$ cat src/rtl/zmute_pkg.sv
package zmute_pkg;

    localparam int SAMPLE_W = 24;
    localparam int LINES    = 3;
    localparam int CHANNELS = 2 * LINES;
    localparam int LINE_W   = 2 * SAMPLE_W;
    localparam int BUS_W    = CHANNELS * SAMPLE_W;

    typedef logic [SAMPLE_W-1:0] sample_t;

    // left in the low half: channel 2k sits below channel 2k+1 on the bus
    typedef struct packed {
        sample_t right;
        sample_t left;
    } stereo_t;

    typedef enum logic [1:0] {
        RUN_IDLE    = 2'd0,
        RUN_COUNT   = 2'd1,
        RUN_RESTART = 2'd2
    } run_cmd_e;

    function automatic logic stereo_is_silent(input stereo_t s);
        return (s.left == '0) && (s.right == '0);
    endfunction

    function automatic stereo_t line_slice(input logic [BUS_W-1:0] bus, input int k);
        return stereo_t'(bus[k*LINE_W +: LINE_W]);
    endfunction

endpackage

$ cat src/rtl/zmute_frame_scan.sv
module zmute_frame_scan
    import zmute_pkg::*;
(
    input  logic [BUS_W-1:0] sample_bus,
    output logic [LINES-1:0] line_silent
);

    for (genvar k = 0; k < LINES; k++) begin : g_line
        always_comb line_silent[k] = stereo_is_silent(line_slice(sample_bus, k));
    end

endmodule

$ cat src/rtl/zmute_run_counter.sv
module zmute_run_counter
    import zmute_pkg::*;
#(
    parameter int LIMIT = 24000
) (
    input  logic     clk,
    input  logic     rst,
    input  run_cmd_e cmd,
    output logic     full
);

    localparam int CNT_W = $clog2(LIMIT + 1);
    localparam logic [CNT_W-1:0] LIMIT_V = CNT_W'(LIMIT);

    logic [CNT_W-1:0] run_len;

    always_ff @(posedge clk) begin
        if (rst) begin
            run_len <= '0;
        end else begin
            unique case (cmd)
                RUN_RESTART: run_len <= '0;
                RUN_COUNT:   if (run_len != LIMIT_V) run_len <= run_len + 1'b1;
                default:     run_len <= run_len;
            endcase
        end
    end

    assign full = (run_len == LIMIT_V);

endmodule

$ cat src/rtl/zmute_top.sv
module zmute_top
    import zmute_pkg::*;
#(
    parameter int ZERO_FRAMES = 24000
) (
    input  logic             clk,
    input  logic             rst,
    input  logic             frame_valid,
    input  logic [BUS_W-1:0] sample_bus,
    input  logic             auto_mute_off,
    input  logic             zero_det_off,
    output logic             mute,
    output logic [LINES-1:0] line_mute
);

    logic             suppress;
    logic [LINES-1:0] line_silent;
    logic [LINES-1:0] run_full;
    logic [LINES-1:0] break_now;
    run_cmd_e         cmd [LINES];

    assign suppress = auto_mute_off | zero_det_off;

    zmute_frame_scan u_scan (
        .sample_bus  (sample_bus),
        .line_silent (line_silent)
    );

    for (genvar k = 0; k < LINES; k++) begin : g_line
        assign break_now[k] = suppress | (frame_valid & ~line_silent[k]);

        always_comb begin
            if (break_now[k])     cmd[k] = RUN_RESTART;
            else if (frame_valid) cmd[k] = RUN_COUNT;
            else                  cmd[k] = RUN_IDLE;
        end

        zmute_run_counter #(.LIMIT(ZERO_FRAMES)) u_run (
            .clk  (clk),
            .rst  (rst),
            .cmd  (cmd[k]),
            .full (run_full[k])
        );

        assign line_mute[k] = run_full[k] & ~break_now[k];
    end

    // a global run never exceeds the shortest line run, so the AND is exact
    assign mute = &line_mute;

endmodule

$ cat config.mk
export PLATFORM = sky130hd
export DESIGN_NAME = zmute_top
export DESIGN_NICKNAME = d
export VERILOG_FILES = /design/src/rtl/zmute_pkg.sv /design/src/rtl/zmute_frame_scan.sv /design/src/rtl/zmute_run_counter.sv /design/src/rtl/zmute_top.sv
export SDC_FILE = /design/constraint.sdc
export NUM_CORES = 1
export LEC_CHECK = 0
export BUFFER_PORTS_ARGS = -buffer_cell sky130_fd_sc_hd__buf_2
export CORE_MARGIN = 3
export CORE_UTILIZATION = 35
export DETAILED_ROUTE_END_ITERATION = 8
export SLEW_MARGIN = 40
export SYNTH_ARGS = -nofsm -noshare
export SYNTH_HDL_FRONTEND = slang
export SYNTH_SLANG_ARGS = --single-unit
$ cat constraint.sdc
create_clock -name clk -period 2.51 [get_ports clk]
set_input_delay 0.1255 -clock clk [delete_from_list [all_inputs] [get_ports clk]]
set_output_delay 0.1255 -clock clk [all_outputs]
set_load 0.05 [all_outputs]
==> run_results.csv <==
group,metric,value,unit
run_status,status,"finished clean",
cells_and_area,final_common_cell,"buf_2",
detailed_routing,drc,0,
yosys,synth_compound_area_frac,0.191,
detailed_routing,wl,10.1,mm
global_route,grt_max_degree,24,
detailed_routing,vias_per_cell,5.64,
die,ioPinCount,153,
worst_setup_path,cp.required,2.38,ns
worst_setup_path,critPathMaxStageDelay,0.44,ns
yosys,synth_xor_xnor_area_share,0.00567,
sta,fin_crit_sh,0.900,
power,p_leak,1.55,nW
worst_setup_path,cp_slowest_cell,"dfxtp_1",
detailed_routing,wl_met1,4.27,mm
cells_and_area,nNetsFinal,709,
yosys,synthAdderAreaFrac,0.0243,
cts,cts_resized,0,
detailed_routing,vias,3721,
yosys,syn_avg_cell_area,7.72,um2
worst_setup_path,critical_path_buf_inv_count,1,
yosys,netlist_top_cells_area,"dfxtp_1 29%, nor4_1 8.5%, a31oi_1 6.5%",
cells_and_area,layout_common_cells,"152 x buf_2, 45 x dfxtp_1, 41 x nor4_1, 38 x nand2_1, 32 x a31oi_1",
cells_and_area,layout-drive-gt1-share,0.351,
run,maxCapViolations,0,
sta,setup_tns,0,ns
yosys,synth_nets,555,
sta,finClkSkew,0.00443,ns
yosys,syn_area,3090,um2
global_route,grtUsageTotal,0.203,
yosys,synth_edf_count,0,
sta,setup_viol,0,
yosys,synth.distinct_cells,47,
power,vdd_ir_drop_max,0.000168,V
cts,clk_latency,0.30,ns
cells_and_area,syn2layout_area_growth,31.8,%
worst_setup_path,rr_endpoint,"g_line[1].u_run.run_len[14]",
global_route,grt_overflow,0,
cts,clockRootBuffer,"clkbuf_8",
worst_hold_path,hold_path.class,"in2reg",
cts,cts_max_path_buffers,2,
cells_and_area,largestRegisters,"g_line.u_run.run_len x45",
worst_setup_path,timing.rr.start,"g_line[1].u_run.run_len[0]",
cells_and_area,fin_cells,660,
die,core_area,8380,um2
yosys,ys.flop_type,"dfxtp_1",
worst_setup_path,start_kind,"register",
sta,hold_ws,0.161,ns
global_route,grt_pass1_wl,16.8,mm
die,start_util,0.368,
worst_hold_path,hp-start,"rst",
worst_setup_path,arrival,2.13,ns
cts,clk_pin_slew,0.09,ns
yosys,yosys.area_share.simple,0.418,
placed_design,hpwlAfterDp,8.10,mm
yosys,synthDominantCellAreaShare,0.292,
global_route,grt_pass1_vias,3719,
cts,cts_made_buffers,5,
worst_setup_path,critPathLaunch,"g_line[1].u_run.run_len[6]",
placed_design,io_buffers,152,
detailed_routing,drt_first_pass_iters,4,
detailed_routing,top_layer_used,"met4",
worst_hold_path,hold_depth,2,
cells_and_area,diodes,0,
cts,cts_hold_buf,0,
placed_design,place_inst,652,
sta,finalHoldViolCount,0,
detailed_routing,met2_length,5.01,mm
yosys,synth_top_family_by_area,"simple AND/OR/NAND/NOR gates",
worst_setup_path,rr_worst_depth,6,
sta,finalCriticalPeriod,2.26,ns
die,placementRows,33,
die,dieArea,9990,um2
worst_hold_path,hold_path_end,"g_line[2].u_run.run_len[10]",
cells_and_area,utilization,0.485,
die,die_w,99.9,um
power,p_per_area,326,nW/um2
yosys,ys_ff_latch,45,
detailed_routing,dr.first_iter.drc_count,183,
yosys,synth_top_cell_by_area,"dfxtp_1",
sta,fmax,442,MHz
worst_setup_path,cp_cell_sequence,"nand2_1, nor4b_1, nand3_1, nor4_2, buf_2",
yosys,synthMuxAreaShare,0.00648,
sta,grt_setup_unrepaired,"false",
detailed_routing,wl_per_cell,15.3,um
yosys,synthArstFlopShare,0,
global_route,grt_antenna_before_repair,0,
cts,cts_tree,"built",
cells_and_area,largest_reg_flops,45,
cells_and_area,largest-register,"g_line.u_run.run_len",
detailed_routing,antenna_left,0,
cts,cts_setup_buffers,0,
die,die_height,99.9,um
detailed_routing,wl_met3,725,um
worst_setup_path,worst-setup-path-type,"reg2out",
sta,worst_pin_slew,0.637,ns
placed_design,gp_congestion,0.879,
power,finalPower,1.33,mW
worst_setup_path,endpoint_kind,"primary output",
sta,slew_headroom,0.575,
yosys,ys_warn_count,0,
worst_setup_path,critPathTopFamily,"simple AND/OR/NAND/NOR gates",
cts,clock-sinks,45,
cts,cts_max_level,2,
yosys,yosysSeqAreaShare,0.292,
worst_setup_path,worst-path-max-fanout,6,
sta,drv_slew,0,
yosys,synth_cells,400,
worst_setup_path,rrSetupSlack,0.53,ns
## routing by layer
metal	track usage	vias to the layer above
met5	0	-
met4	0.0483	0
met3	0.0354	9
met2	0.357	136
met1	0.259	1698
li1	-	1878
## cell families (layout without fill, tap and decap cells)
group,Yosys count,after routing
compound gates,86,86
simple gates,217,217
buf+inv,42,197
fa+ha+maj,6,6
flops,45,45
xor+xnor,2,2
mux,2,2
## area by class of cell
type,instances,area [um2]
Clock buffer,6,72.6
Multi-Input combinational cell,313,2000
Fill cell,870,4310
Inverter,23,86.3
Timing Repair Buffer,166,866
Tap cell,105,131
Sequential cell,45,901
Clock inverter,2,10.0
## cells in the mapped netlist, types with 3 or more instances
| cell type | n |
|---|---|
| nor4_1 | 42 |
| nor3_1 | 11 |
| nor4_4 | 3 |
| inv_1 | 23 |
| a21oi_1 | 9 |
| a31oi_1 | 32 |
| nor4bb_1 | 3 |
| nand4_1 | 24 |
| o211ai_1 | 5 |
| nor4_2 | 7 |
| buf_2 | 12 |
| nand3_1 | 26 |
| and4_1 | 4 |
| o21ai_0 | 6 |
| and3_1 | 13 |
| dfxtp_1 | 45 |
| ha_1 | 6 |
| nor2_1 | 24 |
| a31oi_2 | 6 |
| nand2b_1 | 8 |
| clkbuf_1 | 3 |
| nand2_1 | 38 |
| o21ai_1 | 11 |
| o221ai_1 | 4 |
## report_power, final
group	total [mW]	internal, mW	switching, mW
Sequential	0.713	0.713	0
Clock	0.449	0.194	0.255
Combinational	0.165	0.0959	0.0693
## per-stage QoR
step           cell area (um2)  setup slack (ns)
4_1_cts                   4070             0.222
3_5_place_dp              3990             0.517
5_1_grt                   4070           0.00480
6_report                  4070             0.250
2_1_floorplan             3090             0.315
3_3_place_gp              3980             0.475
## worst register-to-register path, cell delays in order (launching register included)
cell and delay, ns:
dfxtp_1 0.41, ha_1 0.23, nand3_1 0.15, or4_1 0.59, nor4_1 0.29, nand4_1 0.13
o211ai_1 0.10
## worst max path at each step
stage / to / cells after the start
finish: mute / 5
global route: mute / 7
CTS: mute / 7
detailed placement: line_mute[1] / 8
global placement: g_line[0].u_run.run_len[10] / 7
floorplan: mute / 6
Power figures use the tool's default switching activity.
